--- src/rtl/burst_pkg.sv ---
package burst_pkg;

    localparam int BEAT_W   = 2;
    localparam int BEATS    = 1 << BEAT_W;

    typedef logic [BEAT_W-1:0] beat_t;

    typedef enum logic {
        ORDER_LINEAR     = 1'b0,
        ORDER_INTERLEAVE = 1'b1
    } order_e;

    typedef struct packed {
        beat_t start;
        beat_t count;
    } burst_state_t;

    function automatic beat_t map_beat(order_e order, beat_t start, beat_t count);
        beat_t r;
        if (order == ORDER_INTERLEAVE) r = start ^ count;
        else                           r = start + count;
        return r;
    endfunction

endpackage

--- src/rtl/burst_ctr_state.sv ---
module burst_ctr_state
    import burst_pkg::*;
(
    input  logic         clk,
    input  logic         rst,
    input  logic         load,
    input  logic         advance,
    input  beat_t        start_in,
    output burst_state_t state
);

    burst_state_t state_q;

    always_ff @(posedge clk) begin
        if (rst) begin
            state_q <= '0;
        end else if (load) begin
            state_q.start <= start_in;
            state_q.count <= '0;
        end else if (advance) begin
            state_q.count <= state_q.count + beat_t'(1);
        end
    end

    assign state = state_q;


    load_wins_chk: assert property (@(posedge clk) disable iff (rst)
        (load && advance) |=> (state_q.count == '0 && state_q.start == $past(start_in)));


    count_wraps_chk: assert property (@(posedge clk) disable iff (rst)
        (!load && advance && state_q.count == beat_t'(BEATS-1)) |=> (state_q.count == '0));


    count_holds_chk: assert property (@(posedge clk) disable iff (rst)
        (!load && !advance) |=> $stable(state_q));

endmodule

--- src/rtl/burst_order_map.sv ---
module burst_order_map
    import burst_pkg::*;
(
    input  order_e       order,
    input  burst_state_t state,
    output beat_t        low
);

    assign low = map_beat(order, state.start, state.count);

endmodule

--- src/rtl/burst_hi_reg.sv ---
module burst_hi_reg #(
    parameter int WIDTH = 16
) (
    input  logic             clk,
    input  logic             rst,
    input  logic             load,
    input  logic [WIDTH-1:0] d,
    output logic [WIDTH-1:0] q
);

    logic [WIDTH-1:0] q_r;

    always_ff @(posedge clk) begin
        if (rst)       q_r <= '0;
        else if (load) q_r <= d;
    end

    assign q = q_r;


    hi_capture_chk: assert property (@(posedge clk) disable iff (rst)
        load |=> (q_r == $past(d)));


    hi_hold_chk: assert property (@(posedge clk) disable iff (rst)
        !load |=> $stable(q_r));

endmodule

--- src/rtl/burst_addr_gen.sv ---
module burst_addr_gen
    import burst_pkg::*;
#(
    parameter int ADDR_W = 18
) (
    input  logic              clk,
    input  logic              rst,
    input  logic              mode,
    input  logic              load,
    input  logic              advance,
    input  logic [ADDR_W-1:0] addr_in,
    output logic [1:0]        low_out,
    output logic [ADDR_W-3:0] high_out
);

    localparam int HI_W = ADDR_W - BEAT_W;

    order_e       order;
    burst_state_t state;
    beat_t        low_w;

    assign order = order_e'(mode);

    burst_ctr_state u_state (
        .clk      (clk),
        .rst      (rst),
        .load     (load),
        .advance  (advance),
        .start_in (addr_in[BEAT_W-1:0]),
        .state    (state)
    );

    burst_order_map u_map (
        .order (order),
        .state (state),
        .low   (low_w)
    );

    burst_hi_reg #(.WIDTH(HI_W)) u_hi (
        .clk  (clk),
        .rst  (rst),
        .load (load),
        .d    (addr_in[ADDR_W-1:BEAT_W]),
        .q    (high_out)
    );

    assign low_out = low_w;


    load_start_chk: assert property (@(posedge clk) disable iff (rst)
        load |=> (low_out == $past(addr_in[BEAT_W-1:0])));


    linear_step_chk: assert property (@(posedge clk) disable iff (rst)
        (!load && advance && !mode) |=> (low_out == $past(low_out) + 2'd1));


    interleave_step_chk: assert property (@(posedge clk) disable iff (rst)
        (!load && advance && mode) |=>
            ((low_out ^ $past(low_out)) == ($past(state.count) ^ ($past(state.count) + 2'd1))));


    low_hold_chk: assert property (@(posedge clk) disable iff (rst)
        (!load && !advance) |=> $stable(low_out));


    mode_static_chk: assert property (@(posedge clk) disable iff (rst)
        $stable(mode));


    reset_clear_chk: assert property (@(posedge clk)
        rst |=> (low_out == 2'd0 && high_out == '0));

endmodule

--- config.mk ---
export PLATFORM = sky130hd
export DESIGN_NAME = burst_addr_gen
export DESIGN_NICKNAME = d
export VERILOG_FILES = /design/src/rtl/burst_pkg.sv /design/src/rtl/burst_ctr_state.sv /design/src/rtl/burst_order_map.sv /design/src/rtl/burst_hi_reg.sv /design/src/rtl/burst_addr_gen.sv
export SDC_FILE = /design/constraint.sdc
export NUM_CORES = 1
export LEC_CHECK = 0
export BUFFER_PORTS_ARGS = -buffer_cell sky130_fd_sc_hd__buf_2
export CAP_MARGIN = 20
export CORE_MARGIN = 5
export CORE_UTILIZATION = 45
export CTS_CLUSTER_SIZE = 30
export DETAILED_ROUTE_END_ITERATION = 8
export PLACE_DENSITY = 0.8
export SETUP_SLACK_MARGIN = 0.3
export SLEW_MARGIN = 20
export SYNTH_ARGS = -nofsm -noshare
export SYNTH_HDL_FRONTEND = slang
export SYNTH_SLANG_ARGS = --single-unit
--- constraint.sdc ---
create_clock -name clk -period 1.8 [get_ports clk]
set_input_delay 0.18 -clock clk [delete_from_list [all_inputs] [get_ports clk]]
set_output_delay 0.18 -clock clk [all_outputs]
set_load 0.005 [all_outputs]
==> impl_results.md, run 1 <==
- CP delay by family, top: flip-flops
- Worst R2R Start: u_state.state[1]$_SDFFE_PP0P_
- Worst r2r dst: u_state.state[1]$_SDFFE_PP0P_
- Hold depth: 3
- Layout Skew: 0.0000486 ns
- Vias/cell: 4.63
- Final setup viols: 0
- Vias in the first global route: 529
- R2r worst-path depth: 2
- CP Max Fanout: 4
- Hold buffer count at cts: 0
- Buf+Inv Stages, Crit Path: 1
- GRT Residual Overflow: 0
- Worst-Margin Slew: 0.523 ns
- Slew HR: between 60 and 70%
- Post-CTS setup buffers: 0
- VDD IR max: about 0.53 mV
- I/O Buffers: 40
- H-Tree Depth: 1
- Slowest stage delay, CP: between 0.3 and 0.4 ns
- Hold endpoint: u_hi.q[7]$_SDFFE_PP0P_
- Clk sinks: 20
- Number of synthesized flops with an enable pin: 0
- Post-synthesis sequential area ratio: 52.2%
- GP Congestion: between 0.6 and 0.7
- Row cnt: 15
- Final hold vios: 0
- Post-synth cell types: 13
- Number of I/O pins: roughly 40
- Cell count after synthesis: 70
- Worst min-delay path class: input pin to register
- Post-route setup TNS: 0 ns
- Syn Nets: between 90 and 100
- Leak Pwr: 0.521 nW
- Largest cells by area after synthesis: dfxtp_1 52%, mux2i_1 23%, nor2_1 9.3%
- Routed wire length: 1450 um
- Post-cts sizing count: 0
- Post-DRT Antenna Nets: 0
- Clock Latency Late Sink: 0.28 ns
- Post-Syn Area: 767 sq um
- Seq cells post-synth: 20
- Top-count cell post-synth: dfxtp_1
- Initial Util: between 40% and 50%
- Crit end category: primary output
- Final core utilization: around three fifths
- Tot GR Track Use: 11.3%
- WL/cell: between 10 and 15 um
- Startpoint types: register
- Critical path class: register to primary output
- First-pass GRT wire length: 2210 um
- Antenna violations before repair: 0
- R2r setup slk: around 1.1 ns
- Max-cap viol count: 0
- Die Height: about 51 um
- DRC violations left: 0
- Post-synth ARST share: 0%
- Via count: a little under 600
- Clock transition at path regs: 0.10 ns
- Area grow syn2layout: 26.6%
- Tcrit/Tclk final: 75.5%
- Max Buffers Root-to-Sink: 2
- CTS tree: done
- Nets@finish: between 100 and 150
- Number of CTS-inserted buffers: 3
- Share of post-route cells with drive strength above 1: 41.3%
- CTS root buf: clkbuf_4
- Status: finished clean
- Crit path cell chain: ha_1 -> nor2b_1 -> xnor2_1 -> buf_2
- Die width: 51.3 um
- RSZ-0062 raised after global routing: false
- Fin. max-slew vios: 0
- # fillers: around 160
- Warnings from Yosys: 0
- Largest net degree at the start of global routing: 20
- Worst Hold Launch: addr_in[9]
- Data arrival, critical path: 1.18 ns
- Final HPWL DP: 1130 um
- TritonRoute pass-1 iters: 3
- Synth cell count leaders: 20 x dfxtp_1, 19 x nor2_1, 18 x mux2i_1
- Drt first-iter violations: 2
- Main synth FF type: dfxtp_1
- Max Clock Freq: ~740 MHz
- Critical path depth: 4
- Share of the synthesized area in the top cell type: about 52%
- Antenna cells: 0
- Top cell type by total area after synthesis: dfxtp_1
- Avg Synthesized Cell Area: 11.0 sq um
- Core area: between 1500 and 2000 sq um
- Power Dens Cells: 811 nW/um^2
- Required time worst endpoint: approximately 1.6 ns
- Slowest CP cell: dfxtp_2
- Die Area: 2630 sq um
- Minimum clock period: 1.36 ns
## through the flow
stage          power, mW  setup WS [ns]  hold slack (ns)  cell area [sq um]  std cells
6_report           0.788          0.441            0.123                971        126
5_1_grt            0.837          0.329            0.105                971        126
4_1_cts            0.803          0.377            0.113                970        126
3_5_place_dp       0.604          0.703            0.427                947        123
3_3_place_gp       0.601          0.731            0.414                947        123
2_1_floorplan      0.556          0.836            0.317                767         70
## worst max path at each step
stage                 end  slack, ns                           from
2_1_floorplan  low_out[1]       0.84  u_state.state[0]$_SDFFE_PP0P_
3_3_place_gp   low_out[1]       0.73  u_state.state[0]$_SDFFE_PP0P_
3_5_place_dp   low_out[1]       0.70  u_state.state[0]$_SDFFE_PP0P_
4_1_cts        low_out[1]       0.38  u_state.state[0]$_SDFFE_PP0P_
5_1_grt        low_out[1]       0.33  u_state.state[0]$_SDFFE_PP0P_
6_report       low_out[1]       0.44  u_state.state[0]$_SDFFE_PP0P_
## worst min-delay path, cell delays in order
cell and delay (ns):
buf_2 0.07, mux2i_1 0.05, nor2_1 0.07
## cell usage in the layout (no fill, tap or decap)
master    synthesis  routed
buf_2             2      40
nand3b_1          1       1
dfxtp_1          20      19
mux2i_1          18      18
or2_1             1       1
dfxtp_2           0       1
a21oi_1           1       1
clkbuf_4          0       3
xnor2_1           3       3
nor2_1           19      19
ha_1              1       1
nor2b_1           1       1
a21bo_2           1       1
## routing by layer
layer	routed length (um)	global-route usage, %	share of wire [%]
met4	15	7.86	1.0
met1	556	12.1	38
met2	828	20.2	57
met3	52	1.75	3.6
met5	0	0	0
## power breakdown
part           internal, mW  switching (mW)  total (mW)
sequential            0.468          0.0126       0.481
clock                0.0777           0.118       0.195
combinational        0.0618          0.0500       0.112
## flip-flops by register name, indices dropped and copies added, names as in the netlist
register       count
u_hi.q            16
u_state.state      4
## final cells by class
| cell class | instances | area [sq um] | share of cell area, % |
|---|---|---|---|
| clock buffer | 3 | 22.5 | 2.32 |
| multi-input combinational | 46 | 325 | 33.5 |
| sequential | 20 | 402 | 41.4 |
| tap | 17 | 21.3 | 2.19 |
| timing repair buffer | 40 | 200 | 20.6 |
## kinds of logic after synthesis
family / after synthesis / synth area share (%)
buf+inv: 4 / 5.38
simple gates: 22 / 11.9
fa+ha+maj: 1 / 1.63
flops: 20 / 52.2
compound gates: 2 / 1.96
xor+xnor: 3 / 3.43
mux: 18 / 23.5
No activity file was read; power rests on OpenSTA's default activity.
==> run 2: changes to the inputs <==
--- a/config.mk
+++ b/config.mk
@@ -8,10 +8,10 @@
 export BUFFER_PORTS_ARGS = -buffer_cell sky130_fd_sc_hd__buf_2
 export CAP_MARGIN = 20
 export CORE_MARGIN = 5
-export CORE_UTILIZATION = 45
+export CORE_UTILIZATION = 42
 export CTS_CLUSTER_SIZE = 30
 export DETAILED_ROUTE_END_ITERATION = 8
-export PLACE_DENSITY = 0.8
+export PLACE_DENSITY = 0.76
 export SETUP_SLACK_MARGIN = 0.3
 export SLEW_MARGIN = 20
 export SYNTH_ARGS = -nofsm -noshare
==> constraint.sdc (replaced) <==
create_clock -name clk -period 1.4 [get_ports clk]
set_input_delay 0.14 -clock clk [delete_from_list [all_inputs] [get_ports clk]]
set_output_delay 0.14 -clock clk [all_outputs]
set_load 0.005 [all_outputs]
==> run 2 against run 1 <==
Net effect: combinational power rose by 38%; setup slack got worse by 0.34 ns; sequential share of layout area fell by 2.2 points; largest cell class unchanged; clock skew barely moved; count of clock-buffer cells in the layout rose by 1; first-iteration DRC count did not move; flip-flop and latch count did not move; worst hold slack got worse by 0.056 ns; sequential power rose by 29%; highest routed layer unchanged; critical path type unchanged; non-clock buffer count rose by 1.
==> impl_results.md, run 2 (synthesis gave the netlist of run 1 again) <==
- Status: finished clean
- Max reg flops: 16 (unchanged)
- DRC violations left: 0 (unchanged)
- Slowest CP cell: dfxtp_2
- Leak Pwr: 0.534 nW (+2.4%)
- Slowest stage delay, CP: 0.36 ns (about the same)
- Via count: 618 (+6.0%)
- Worst R2R Start: u_state.state[0]$_SDFFE_PP0P_
- Initial Util: 44.4% (-1.5 points)
- Clock transition at path regs: 0.11 ns (about the same)
- Number of CTS-inserted buffers: 3 (unchanged)
- Register area: 403 sq um (+0.31%)
- Vias in the first global route: 607 (+15%)
- Cell Count, Final, Fillers Out: 136 (+7.9%)
- Area grow syn2layout: 34.3%
- Critical Path Source: u_state.state[2]$_SDFFE_PP0P_
- GRT Residual Overflow: 0 (unchanged)
- Most common cell after layout, fill and taps aside: buf_2
- Row cnt: 15 (unchanged)
- Share of post-route cells with drive strength above 1: 45.0% (+3.8 points)
- Data arrival, critical path: 1.16 ns (-0.02 ns)
- Fin. max-slew vios: 0 (unchanged)
- Number of I/O pins: 41 (unchanged)
- H-Tree Depth: 1 (unchanged)
- Crit path cell chain: ha_4 -> nor2b_4 -> xnor2_1 -> buf_2
- CTS tree: done
- Antenna cells: 0 (unchanged)
- GP Congestion: 0.624 (-5.4%)
- Most frequent cells in the layout: 39 x buf_2, 19 x nor2_1, 18 x mux2i_1, 18 x dfxtp_1
- TritonRoute pass-1 iters: 3 (unchanged)
- Required time worst endpoint: 1.26 ns (-0.36 ns)
- WL/cell: 11.6 um (+0.62%)
- CTS root buf: clkbuf_4
- Hold buffer count at cts: 0 (unchanged)
- Slew HR: 65.2% (about the same)
- I/O Buffers: 40 (unchanged)
- Worst-Margin Slew: 0.523 ns (-0.000641 ns)
- Tot GR Track Use: 12.7% (+1.3 points)
- Final hold vios: 0 (unchanged)
- Antenna violations before repair: 0 (unchanged)
- Vias/cell: 4.54 (-1.8%)
- Largest net degree at the start of global routing: 20 (unchanged)
- Power Dens Cells: 1070 nW/um^2 (+32%)
- Multi-input gate area: 345 sq um (+6.2%)
- Worst Hold Launch: addr_in[12]
- Nets@finish: 136 (+0.74%)
- Die Height: 52.7 um (+2.8%)
- Max-cap viol count: 0 (unchanged)
- Critical path class: register to primary output
- Placed cells: 131 (+6.5%)
- Pre-CTS WS: 0.311 ns (-0.392 ns)
- Post-route setup TNS: 0 ns (unchanged)
- CP Max Fanout: 2 (-2)
- Crit end category: primary output
- RSZ-0062 raised after global routing: true
- Clk sinks: 20 (unchanged)
- Final setup viols: 0 (unchanged)
- Max Clock Freq: 769 MHz
- Die width: 52.7 um (+2.8%)
- Worst setup margin: 0.0994 ns (-0.341 ns)
- Minimum clock period: 1.30 ns
- Final HPWL DP: 1180 um (+4.7%)
- Final core utilization: 59.6% (+1.5 points)
- Worst min-delay path class: input pin to register
- Layout Skew: 0.000000749 ns (-0.0000478 ns)
- Post-DRT Antenna Nets: 0 (unchanged)
- First-pass GRT wire length: 2530 um (+15%)
- Tcrit/Tclk final: 92.9%
- Die Area: 2780 sq um (+5.7%)
- # fillers: 176 (+11%)
- Clock Latency Late Sink: 0.29 ns (about the same)
- Max Buffers Root-to-Sink: 2 (unchanged)
- VDD IR max: 0.718 mV (+37%)
- Core area: 1730 sq um (+3.4%)
- Startpoint types: register
- Routed wire length: 1580 um (+8.6%)
- Drt first-iter violations: 2 (unchanged)
==> run 2: stage by stage <==
step / cell area (sq um) / hold slack (ns) / total power [mW]
2_1_floorplan: 767 / 0.277 / 0.715
3_3_place_gp: 957 / 0.372 / 0.772
3_5_place_dp: 957 / 0.387 / 0.778
4_1_cts: 1030 / 0.0572 / 1.13
5_1_grt: 1030 / 0.0648 / 1.18
6_report: 1030 / 0.0666 / 1.11
==> run 2: final cells by class <==
| class | instances | area share, % |
|---|---|---|
| multi-input combinational | 46 | 33.5 |
| sequential | 20 | 39.1 |
| timing repair buffer | 41 | 20.8 |
| clock buffer | 4 | 3.52 |
| tap | 25 | 3.04 |
==> run 2: repair_timing <==
item | in CTS | in global routing
setup buffers | 1 | 0
endpoints found under the setup margin | 2 | 2
pin swaps | 1 | 0
gates resized for setup | 7 | 0
==> run 2: layer usage <==
| metal | GRT usage (%) | routed length [um] | vias up |
|---|---|---|---|
| met5 | 0 | 0 | - |
| met4 | 8.94 | 39 | 0 |
| met3 | 1.71 | 95 | 4 |
| met2 | 22.3 | 857 | 19 |
| met1 | 13.7 | 584 | 284 |
| li1 | - | - | 311 |
==> run 2: power breakdown <==
| group | total, mW | switching, mW | internal (mW) |
|---|---|---|---|
| Combinational | 0.154 | 0.0667 | 0.0870 |
| Sequential | 0.620 | 0.0175 | 0.602 |
| Clock | 0.333 | 0.174 | 0.159 |
==> run 2: worst paths after layout <==
path	to	slack (ns)	cells past startpoint
worst min-delay path	u_hi.q[10]$_SDFFE_PP0P_	0.07	3
worst max-delay path	low_out[1]	0.1	4
worst max register to register	u_state.state[1]$_SDFFE_PP0P_	0.56	3
worst min register to register	u_hi.q[13]$_SDFFE_PP0P_	0.50	2
==> run 2: critical path: cells and delay by family (launching register included) <==
family | cells | cell delay (ns)
flip-flops | 1 | 0.36
adder cells (fa/ha/maj) | 1 | 0.15
XOR/XNOR | 1 | 0.13
buffers and inverters | 1 | 0.12
AND/OR/NAND/NOR | 1 | 0.11
==> run 3: changes to the inputs <==
--- a/config.mk
+++ b/config.mk
@@ -5,13 +5,14 @@
 export SDC_FILE = /design/constraint.sdc
 export NUM_CORES = 1
 export LEC_CHECK = 0
+export ABC_AREA = 1
 export BUFFER_PORTS_ARGS = -buffer_cell sky130_fd_sc_hd__buf_2
 export CAP_MARGIN = 20
 export CORE_MARGIN = 5
-export CORE_UTILIZATION = 42
+export CORE_UTILIZATION = 23
 export CTS_CLUSTER_SIZE = 30
 export DETAILED_ROUTE_END_ITERATION = 8
-export PLACE_DENSITY = 0.76
+export REMOVE_ABC_BUFFERS = 1
 export SETUP_SLACK_MARGIN = 0.3
 export SLEW_MARGIN = 20
 export SYNTH_ARGS = -nofsm -noshare
==> run 3 against run 2 <==
Net effect: critical path depth grew 3; cell area up 3.3%; fmax shrank 0.96%; clock power about the same; synthesized cell count up 46%; power up 1.2%.
==> impl_results.md, run 3 <==
- Worst min-delay path class: input pin to register
- Required time worst endpoint: 1.26 ns (about the same)
- Drt first-iter violations: 34 (+32)
- Post-synth ARST share: 0% (unchanged)
- Status: finished clean
- Hold depth: 3 (unchanged)
- Cell Count, Final, Fillers Out: 189 (+39%)
- Max Buffers Root-to-Sink: 2 (unchanged)
- Internal Dissipation: 846 uW (-0.22%)
- Tot GR Track Use: 8.21% (-4.5 points)
- Die width: 68.3 um (+29%)
- Max Clock Freq: 761 MHz (-0.96%)
- Vias in the first global route: 683 (+13%)
- Nets@finish: 168 (+24%)
- CTS root buf: clkbuf_4
- Routed wire length: 1900 um (+20%)
- # fillers: 371 (+110%)
- CTS tree: done
- VDD IR max: 0.240 mV (-67%)
- P_sw: 273 uW (+5.8%)
- Antenna cells: 0 (unchanged)
- Comb pwr share: 14.4% (+0.5 points)
- Max reg flops: 16 (unchanged)
- Antenna violations before repair: 0 (unchanged)
- Most frequent cells in the layout: 39 x buf_2, 38 x nor2_1, 18 x dfxtp_1
- Largest net degree at the start of global routing: 20 (unchanged)
- DRC violations left: 0 (unchanged)
- First-pass GRT wire length: 2850 um (+13%)
- Post-Syn Area: 781 sq um (+1.8%)
- CP Max Fanout: 2 (unchanged)
- Minimum clock period: 1.31 ns (+0.0126 ns)
- Post-synthesis sequential area ratio: 51.3% (-0.92 points)
- Warnings from Yosys: 0 (unchanged)
- Row cnt: 21 (+6)
- Final setup viols: 0 (unchanged)
- Number of I/O pins: 41 (unchanged)
- Share of post-route cells with drive strength above 1: 36.4% (-8.7 points)
- Largest cells by area after synthesis: dfxtp_1 51%, nor2_1 19%, o21ai_0 10%
- Layout Skew: 0.00131 ns (+0.00131 ns)
- Seq cells post-synth: 20 (unchanged)
- Via count: 748 (+21%)
- Leak Pwr: 0.538 nW (+0.67%)
- Number of synthesized flops with an enable pin: 0 (unchanged)
- I/O Buffers: 40 (unchanged)
- Fin. max-slew vios: 0 (unchanged)
- Final HPWL DP: 1390 um (+18%)
- Register area: 403 sq um (unchanged)
- Startpoint types: register
- TritonRoute pass-1 iters: 4 (+1)
- Slew HR: 75.0% (+9.9 points)
- WL/cell: 10.0 um (-13%)
- Design Area, Final: 1060 sq um (+3.3%)
- Vias/cell: 3.96 (-13%)
- Data arrival, critical path: 1.17 ns (about the same)
- Most common cell after layout, fill and taps aside: buf_2
- Top-count cell post-synth: nor2_1
- R2r worst-path depth: 4 (+1)
- Placed cell area: 996 sq um (+4.1%)
- Critical path class: register to primary output
- Cell count after synthesis: 102 (+46%)
- Top cell type by total area after synthesis: dfxtp_1
- Initial Util: 23.6% (-21 points)
- Multi-input gate area: 315 sq um (-8.7%)
- Post-synth cell types: 14 (+1)
- Worst-Margin Slew: 0.375 ns (-0.148 ns)
- GP Congestion: 0.641 (+2.7%)
- Final hold vios: 0 (unchanged)
- Share of the synthesized area in the top cell type: 51.3% (-0.92 points)
- Placed cells: 184 (+40%)
- Max-cap viol count: 0 (unchanged)
- H-Tree Depth: 1 (unchanged)
- Sw frac: 24.4% (+1.1 points)
- Avg Synthesized Cell Area: 7.65 sq um (-30%)
- Post-DRT Antenna Nets: 0 (unchanged)
- Clk sinks: 20 (unchanged)
- Clock transition at path regs: 0.11 ns (about the same)
- Reg power frac: 55.9% (about the same)
- Core area: 3310 sq um (+92%)
- Power Dens Cells: 1050 nW/um^2 (-2.0%)
- Clock network fraction of total power: 29.7% (-0.4 points)
- RSZ-0062 raised after global routing: true
- Main synth FF type: dfxtp_1
- Synth cell count leaders: 39 x nor2_1, 20 x dfxtp_1, 16 x o21ai_0
- Clock Latency Late Sink: 0.29 ns (about the same)
- Die Area: 4660 sq um (+68%)
- Crit end category: primary output
- Number of CTS-inserted buffers: 3 (unchanged)
- GRT Residual Overflow: 0 (unchanged)
- Die Height: 68.3 um (+29%)
- Tcrit/Tclk final: 93.8% (+0.90 points)
- Area grow syn2layout: 36.2%
[run 3: worst max-delay path: stages (launching register included)]
cell	delay (ns)
dfxtp_2	0.37
ha_4	0.14
inv_2	0.03
nor2_2	0.07
nand3_1	0.07
nand2_1	0.06
inv_1	0.03
buf_2	0.11
[run 3: per-stage QoR]
step / hold WS [ns] / util, % / setup slack, ns / power, mW / setup TNS [ns]
floorplan: 0.275 / - / 0.525 / 0.702 / 0
global placement: 0.364 / 30.1 / 0.397 / 0.792 / 0
detailed placement: 0.368 / 30.1 / 0.360 / 0.792 / 0
CTS: 0.0388 / 32.0 / 0.0499 / 1.16 / 0
global route: 0.0395 / 32.1 / -0.00274 / 1.19 / -0.00274
finish: 0.0582 / 32.1 / 0.0868 / 1.12 / 0
[run 3: area by class of cell]
type	count	area share [%]
flip-flops and latches	20	37.9
multi-input cells	70	29.6
inverters	8	3.53
repair buffers	41	20.1
well taps	46	5.41
clock buffers	4	3.41
[run 3: power by group through the flow]
| stage | registers, mW | logic, mW | clock network (mW) |
|---|---|---|---|
| 3_5_place_dp | 0.638 | 0.155 | 0 |
| 3_3_place_gp | 0.636 | 0.156 | 0 |
| 6_report | 0.626 | 0.161 | 0.332 |
| 5_1_grt | 0.632 | 0.187 | 0.371 |
| 4_1_cts | 0.627 | 0.165 | 0.365 |
| 2_1_floorplan | 0.640 | 0.0627 | 0 |
[run 3: cell families (layout without fill, tap and decap cells)]
group / count (synthesis) / count (layout) / share of synthesized area [%]
AOI/OAI and AO/OA: 21 / 21 / 13.5
adders and majority gates: 1 / 1 / 1.60
buffers and inverters: 12 / 53 / 10.3
DFF: 20 / 20 / 51.3
and+or+nand+nor: 48 / 48 / 23.4
[run 3: final timing paths]
check,start,to,slack (ns)
worst min register to register,u_hi.q[8]$_SDFFE_PP0P_,u_hi.q[8]$_SDFFE_PP0P_,0.49
worst max register to register,u_state.state[0]$_SDFFE_PP0P_,u_state.state[1]$_SDFFE_PP0P_,0.57
worst min-delay path,addr_in[10],u_hi.q[8]$_SDFFE_PP0P_,0.06
worst max-delay path,u_state.state[0]$_SDFFE_PP0P_,low_out[1],0.09
[run 3: timing repair]
| action | in CTS | in global routing |
|---|---|---|
| resized for setup | 4 | 2 |
| hold buffers | 0 | 0 |
| endpoints found under the setup margin | 2 | 2 |
| buffers inserted | 1 | 0 |
[run 3: routing by layer]
layer,wire [um],vias to the layer above,global-route usage [%]
met2,871,26,13.1
met4,12,0,2.98
met1,848,318,10.2
met3,165,2,2.79
met5,0,-,0
li1,-,402,-
